<file path="config.mk">
export PLATFORM = sky130hd
export DESIGN_NAME = gsr_unit
export DESIGN_NICKNAME = d
export VERILOG_FILES = /design/src/rtl/gsr_pkg.sv /design/src/rtl/gsr_decode.sv /design/src/rtl/gsr_irq_mask.sv /design/src/rtl/gsr_sigq.sv /design/src/rtl/gsr_unit.sv
export SDC_FILE = /design/constraint.sdc
export NUM_CORES = 1
export LEC_CHECK = 0
export BUFFER_PORTS_ARGS = -buffer_cell sky130_fd_sc_hd__buf_2
export CAP_MARGIN = 20
export CORE_ASPECT_RATIO = 2
export CORE_MARGIN = 3
export CORE_UTILIZATION = 35
export CTS_CLUSTER_DIAMETER = 100
export DETAILED_ROUTE_END_ITERATION = 16
export PLACE_DENSITY = 0.66
export SYNTH_ARGS = -nofsm -noshare
export SYNTH_HDL_FRONTEND = slang
export SYNTH_SLANG_ARGS = --single-unit
</file>
<file path="constraint.sdc">
create_clock -name clk -period 1.6 [get_ports clk]
set_input_delay 0.16 -clock clk [delete_from_list [all_inputs] [get_ports clk]]
set_output_delay 0.16 -clock clk [all_outputs]
set_load 0.005 [all_outputs]
</file>
<file path="src/rtl/gsr_pkg.sv">
// Package: shared constants and types for the graphics status register unit.
// Assumes byte addressing with doubleword-aligned registers.
package gsr_pkg;
    localparam int NUM_EV      = 5;
    localparam int B_SIG       = 0;
    localparam int B_FIN       = 1;
    localparam int B_FLUSH     = 8;
    localparam int B_SRST      = 9;
    localparam int B_BUSY      = 12;
    localparam int B_DIR       = 13;
    localparam int OFF_CSR     = 'h000;
    localparam int OFF_IMR     = 'h010;
    localparam int OFF_DIR     = 'h040;
    localparam int OFF_SIG     = 'h080;
    localparam logic [15:0] IMR_KEEP  = 16'h1F00;
    localparam logic [15:0] IMR_FORCE = 16'h6000;
    localparam logic [15:0] IMR_INIT  = 16'h7F00;

    typedef enum logic [2:0] {
        SEL_NONE,
        SEL_CSR,
        SEL_IMR,
        SEL_DIR
    } reg_sel_e;
endpackage

</file>
<file path="src/rtl/gsr_decode.sv">
// Module: address decode and write-lane masking.
// Assumes writes target whole doublewords; the read window is 16 bytes.
module gsr_decode
    import gsr_pkg::*;
#(
    parameter int ADDR_W = 13,
    parameter int DATA_W = 64
) (
    input  logic [ADDR_W-1:0]   addr,
    input  logic [DATA_W/8-1:0] be,
    input  logic [DATA_W-1:0]   wdata,
    output reg_sel_e            wr_sel,
    output logic                rd_sig_win,
    output logic                rd_hi,
    output logic [DATA_W-1:0]   lane_data
);
    localparam int BE_W = DATA_W / 8;
    localparam int DW_W = ADDR_W - 3;
    localparam int WN_W = ADDR_W - 4;

    logic [DW_W-1:0] dword;
    logic [2:0]      unused_addr;

    assign dword       = addr[ADDR_W-1:3];
    assign unused_addr = addr[2:0];

    // Select the written register from the doubleword address.
    always_comb begin
        if (dword == DW_W'(OFF_CSR >> 3))      wr_sel = SEL_CSR;
        else if (dword == DW_W'(OFF_IMR >> 3)) wr_sel = SEL_IMR;
        else if (dword == DW_W'(OFF_DIR >> 3)) wr_sel = SEL_DIR;
        else                                   wr_sel = SEL_NONE;
    end

    assign rd_sig_win = (addr[ADDR_W-1:4] == WN_W'(OFF_SIG >> 4));
    assign rd_hi      = addr[3];

    // Zero every byte lane whose enable is low.
    for (genvar g = 0; g < BE_W; g++) begin : g_lane
        assign lane_data[8*g +: 8] = wdata[8*g +: 8] & {8{be[g]}};
    end
endmodule

</file>
<file path="src/rtl/gsr_irq_mask.sv">
// Module: interrupt mask storage and interrupt level generation.
// Assumes the flags come from registers; irq is a level of flags and mask.
module gsr_irq_mask
    import gsr_pkg::*;
#(
    parameter int N_EV = NUM_EV
) (
    input  logic            clk,
    input  logic            rst_n,
    input  logic            imr_wr,
    input  logic            soft_rst,
    input  logic [15:0]     imr_val,
    input  logic [N_EV-1:0] flags,
    output logic            irq
);
    logic [15:0]     imr_q;
    logic [N_EV-1:0] mask;

    // Store the mask with the fixed ones forced and other bits dropped.
    always_ff @(posedge clk) begin
        if (!rst_n || soft_rst) imr_q <= IMR_INIT;
        else if (imr_wr)        imr_q <= (imr_val & IMR_KEEP) | IMR_FORCE;
    end

    assign mask = imr_q[8 +: N_EV];
    assign irq  = |(flags & ~mask);
endmodule

</file>
<file path="src/rtl/gsr_sigq.sv">
// Module: queued signal entry and signal ID register.
// Assumes the acknowledge is never asserted together with soft reset.
module gsr_sigq #(
    parameter int ID_W = 32
) (
    input  logic            clk,
    input  logic            rst_n,
    input  logic            soft_rst,
    input  logic            q_stb,
    input  logic [ID_W-1:0] q_data,
    input  logic [ID_W-1:0] q_mask,
    input  logic            ack,
    output logic            queued,
    output logic [ID_W-1:0] sig_id
);
    logic [ID_W-1:0] data_q;
    logic [ID_W-1:0] mask_q;

    // Hold the newest queued entry; a strobe overwrites an older one.
    always_ff @(posedge clk) begin
        if (!rst_n || soft_rst) begin
            queued <= 1'b0;
            data_q <= '0;
            mask_q <= '0;
        end else if (q_stb) begin
            queued <= 1'b1;
            data_q <= q_data;
            mask_q <= q_mask;
        end else if (ack) begin
            queued <= 1'b0;
        end
    end

    // Merge the queued data into the ID on an acknowledge.
    always_ff @(posedge clk) begin
        if (!rst_n || soft_rst)  sig_id <= '0;
        else if (ack && queued)  sig_id <= (sig_id & ~mask_q) | (data_q & mask_q);
    end
endmodule

</file>
<file path="src/rtl/gsr_unit.sv">
// Module: graphics status and interrupt register unit (top).
// Assumes single-cycle event pulses and a bus that is always ready.
module gsr_unit
    import gsr_pkg::*;
#(
    parameter int          ADDR_W = 13,
    parameter int          DATA_W = 64,
    parameter int          ID_W   = 32,
    parameter logic [7:0]  REV    = 8'h1B,
    parameter logic [7:0]  DEV_ID = 8'h55
) (
    input  logic                clk,
    input  logic                rst_n,
    input  logic                req_valid,
    output logic                req_ready,
    input  logic                req_write,
    input  logic [ADDR_W-1:0]   req_addr,
    input  logic [DATA_W-1:0]   req_wdata,
    input  logic [DATA_W/8-1:0] req_be,
    output logic                rsp_valid,
    output logic [DATA_W-1:0]   rsp_rdata,
    input  logic                ev_signal,
    input  logic                ev_finish,
    input  logic                ev_hsync,
    input  logic                ev_vsync,
    input  logic                ev_rect_end,
    input  logic                sq_valid,
    input  logic [ID_W-1:0]     sq_data,
    input  logic [ID_W-1:0]     sq_mask,
    output logic                irq
);
    reg_sel_e              wr_sel;
    logic                  rd_sig_win;
    logic                  rd_hi;
    logic [DATA_W-1:0]     lane;
    logic                  wr_en, rd_en, csr_wr, soft_rst, ack;
    logic [NUM_EV-1:0]     flags_q, flags_nx, ev_eff;
    logic                  fired_q, fired_nx;
    logic                  dir_q, busy_q;
    logic                  sig_queued;
    logic [ID_W-1:0]       sig_id;
    logic [31:0]           csr_word;
    logic                  unused_lane;

    gsr_decode #(.ADDR_W(ADDR_W), .DATA_W(DATA_W)) u_dec (
        .addr       (req_addr),
        .be         (req_be),
        .wdata      (req_wdata),
        .wr_sel     (wr_sel),
        .rd_sig_win (rd_sig_win),
        .rd_hi      (rd_hi),
        .lane_data  (lane)
    );

    assign req_ready   = 1'b1;
    assign wr_en       = req_valid && req_write;
    assign rd_en       = req_valid && !req_write;
    assign csr_wr      = wr_en && (wr_sel == SEL_CSR);
    assign soft_rst    = csr_wr && lane[B_SRST];
    assign ack         = csr_wr && lane[B_SIG] && !soft_rst;
    assign unused_lane = ^{lane[DATA_W-1:16], lane[B_FLUSH]};

    gsr_irq_mask #(.N_EV(NUM_EV)) u_imr (
        .clk      (clk),
        .rst_n    (rst_n),
        .imr_wr   (wr_en && (wr_sel == SEL_IMR)),
        .soft_rst (soft_rst),
        .imr_val  (lane[15:0]),
        .flags    (flags_q),
        .irq      (irq)
    );

    gsr_sigq #(.ID_W(ID_W)) u_sigq (
        .clk      (clk),
        .rst_n    (rst_n),
        .soft_rst (soft_rst),
        .q_stb    (sq_valid),
        .q_data   (sq_data),
        .q_mask   (sq_mask),
        .ack      (ack),
        .queued   (sig_queued),
        .sig_id   (sig_id)
    );

    assign ev_eff = {ev_rect_end, ev_vsync, ev_hsync, ev_finish && !fired_q, ev_signal};

    // Next status flags: acknowledge/clear first, then events win, reset overrides.
    always_comb begin
        flags_nx = flags_q;
        fired_nx = fired_q;
        for (int i = 1; i < NUM_EV; i++) begin
            if (csr_wr && lane[i]) flags_nx[i] = 1'b0;
        end
        if (ack)                     flags_nx[B_SIG] = sig_queued;
        if (csr_wr && lane[B_FIN])   fired_nx = 1'b0;
        if (ev_eff[B_FIN])           fired_nx = 1'b1;
        flags_nx = flags_nx | ev_eff;
        if (soft_rst) begin
            flags_nx = '0;
            fired_nx = 1'b1;
        end
    end

    // Register the status flags and the finish-fired state.
    always_ff @(posedge clk) begin
        if (!rst_n) begin
            flags_q <= '0;
            fired_q <= 1'b0;
        end else begin
            flags_q <= flags_nx;
            fired_q <= fired_nx;
        end
    end

    // Transfer direction and output-path-busy status.
    always_ff @(posedge clk) begin
        if (!rst_n || soft_rst) begin
            dir_q  <= 1'b0;
            busy_q <= 1'b0;
        end else if (wr_en && (wr_sel == SEL_DIR) && req_be[0]) begin
            dir_q <= lane[0];
            if (lane[0]) busy_q <= 1'b1;
        end
    end

    assign csr_word = {DEV_ID, REV, 2'b00, dir_q, busy_q, 7'b0, flags_q};

    // Registered read response with status-word mirroring.
    always_ff @(posedge clk) begin
        if (!rst_n) begin
            rsp_valid <= 1'b0;
            rsp_rdata <= '0;
        end else begin
            rsp_valid <= rd_en;
            if (rd_en) begin
                if (rd_hi)           rsp_rdata <= '0;
                else if (rd_sig_win) rsp_rdata <= DATA_W'(sig_id);
                else                 rsp_rdata <= DATA_W'(csr_word);
            end
        end
    end
endmodule


</file>
==> impl_results.md <==
* Chip width at just under 100 um
* Fmax at just over 600 MHz
* Hold Fails Final Rpt at 0
* Worst hold path type: in2reg
* Nets@finish at 998
* Layout cells sized above 1 at 0.232
* Drt via density at a little under 5
* DP Cell Count at a little under 1000
* Main flop type after synthesis: dfxtp_1
* Critical Path Sink Type: output port
* Maxcap violations at 0
* TritonCTS buffer count at 17
* CTS tree: done
* Grt ovf at 0
* Multi-input logic area at about 2800 um^2
* Failing checks: setup timing
* Worst-path clk slew at 0.06 ns
* Area of the mapped netlist at 5990 um^2
* I/O pins at 226
* Worst hold slack at roughly 0.015 ns
* Top cell type's share of synthesized area at 0.478
* Worst EP arrival at 1.49 ns
* Synth warn at 0
* Avg Inst Size Synth at between 9 and 10 um^2
* Largest cells by area after synthesis: dfxtp_1 (48%), mux2i_1 (12%), nor2_1 (5.1%), and3b_1 (5.0%), o21ai_0 (4.3%)
* Req. time, crit path at roughly 1.4 ns
* Crit start category: flip-flop
* Worst-Skew Late Latency at around 0.42 ns
* Worst path cell trace: inv_2 -> a222oi_1 -> o221ai_1 -> buf_2
* Tcrit/Tclk final at 1.03
* Hpwl dp at 10600 um
* Setup violations, final at 1
* Pins Over Slew Limit at 0
* Power per cell area at 1060 nW/um^2
* Register area at 2870 um^2
* CTS root buf: clkbuf_16
* Setup Slack @ Placement at -0.0188 ns
* Slew at the pin with the worst max-slew slack at 0.509 ns
* Routability cong. at between 0.7 and 0.8
* Cell variety after synth at 35
* Initial Utilization at 0.357
* EDFF count, synth at 0
* Max incr delay on CP at 0.36 ns
* # clock sinks at 143
* Final worst setup slack at -0.0518 ns
* Worst Clk Skew at roughly 0.0048 ns
* Initial DRC Count at between 200 and 250
* Seq/Total Area, Yosys at 0.478
* Area grow syn2layout at 35.7%
* Final ANT Viol Nets at 0
* Largest area contributor in the netlist: dfxtp_1
* Setup TNS at -0.0518 ns
* Row count at 67
* # DRC at 0
* Initial antenna violation count at 1
* Total wire length at 16300 um
* Tot GR Track Use at 0.177
* Number of setup buffers added after CTS at 0
* Clock Tree Buf Depth at 2
* DP Area at 6850 um^2
* Pin count of the biggest net entering global routing at 66
* #FFs+latches synth at ~140
* Asr flop ratio synth at 0
* Peak VDD IR at roughly 0.00083 V
* Max stage delay cell, worst path: a222oi_1
* Max_slew headroom at 0.660
* Final Cell Area at around 8100 um^2
* Non-Filler Instances at ~1100
* P_leak at approximately 3.8 nW
* Core ar. at ~17000 um^2
* Fill cell count at around 1600
* Final core utilization at 0.485
* Vias at a little over 5000
* Critical path fanouts, max at 2
* Drt first pass iters at 4
* WL/cell at about 15 um
* Minimum clock period at ~1.7 ns
* First-pass GRT wire length at between 20000 and 30000 um
* Status: finished with violations
* Total Power at ~8.6 mW
* Die area at between 15000 and 20000 um^2
* H-tree depth at 4
* Die height at 191 um
* Vias in the first global route at approximately 5200
* Critical Setup Path Class: reg2out
* Gate Count Post-Synth at roughly 650
* Port bufs at approximately 130
* RSZ-0062 raised after global routing: true
## layout by cell type (no fill, tap or decap), drive strengths merged, types with 3 or more instances in the layout
master | netlist | final
and3b | 34 | 34
a211o | 5 | 5
a311oi | 3 | 3
buf | 55 | 152
clkbuf | 24 | 19
conb | 2 | 33
nand4 | 37 | 37
dfxtp | 143 | 143
clkinvlp | 0 | 3
a22o | 17 | 17
o21ai | 51 | 51
bufinv | 0 | 3
dlygate4sd3 | 0 | 65
clkinv | 0 | 6
nand2 | 55 | 55
nor2 | 82 | 82
a21oi | 38 | 38
inv | 15 | 16
mux2i | 71 | 71
## report_power, final
part,internal [mW],switching [mW]
Clock,2.54,1.55
Sequential,3.68,0.0665
Combinational,0.388,0.377
## layout make-up
cell class,count,share of cell area
diodes,1,0.000308
clock buffers,19,0.0557
clock inverters,13,0.0200
inverters,15,0.00693
multi-input cells,445,0.339
flip-flops and latches,143,0.353
well taps,207,0.0319
repair buffers,217,0.193
## logic make-up after synthesis
| family | after synthesis | synth area share |
|---|---|---|
| mux | 71 | 0.119 |
| simple gates | 221 | 0.196 |
| compound gates | 120 | 0.119 |
| flops | 143 | 0.478 |
| buf+inv | 94 | 0.0869 |
| other cells | 2 | 0.00125 |
## layer usage
layer	vias up	GRT usage	share of wire
met5	-	0	0
li1	2582	-	-
met1	2421	0.193	0.40
met3	38	0.0413	0.043
met2	145	0.318	0.53
met4	0	0.0852	0.032
## final timing paths
kind | from | endpoint | slack [ns] | cells past startpoint
hold reg to reg | rsp_rdata[24] | rsp_rdata[24] | 0.45 | 2
setup reg to reg | u_sigq.queued | flip-flop | 0.39 | 5
setup / recovery | u_imr.imr_q[12] | irq | -0.05 | 4
hold / removal | ev_rect_end | flags_q[4] | 0.01 | 3
## synthesized netlist by cell type, types with 5 or more instances
library cell  count
and3b_1          34
a211o_1           5
nor2_1           81
mux2i_1          71
a22o_1           17
inv_1            15
buf_4            33
dfxtp_1         143
nand4_1          36
clkbuf_1         24
a21oi_1          38
buf_2            17
nand2_1          55
o21ai_0          51
## worst max-delay path: cells and delay by family (launching register included)
kind            cells  cell delay (ns)
buf+inv             2             0.19
flops               1             0.34
compound gates      2             0.55
## repair_timing
item	in CTS	in global routing
gates cloned	0	0
pin swaps	0	0
hold buffers	65	0
endpoints found under the hold margin	63	0
setup endpoints to repair	1	1
resized for setup	4	0
Power figures use the tool's default switching activity.
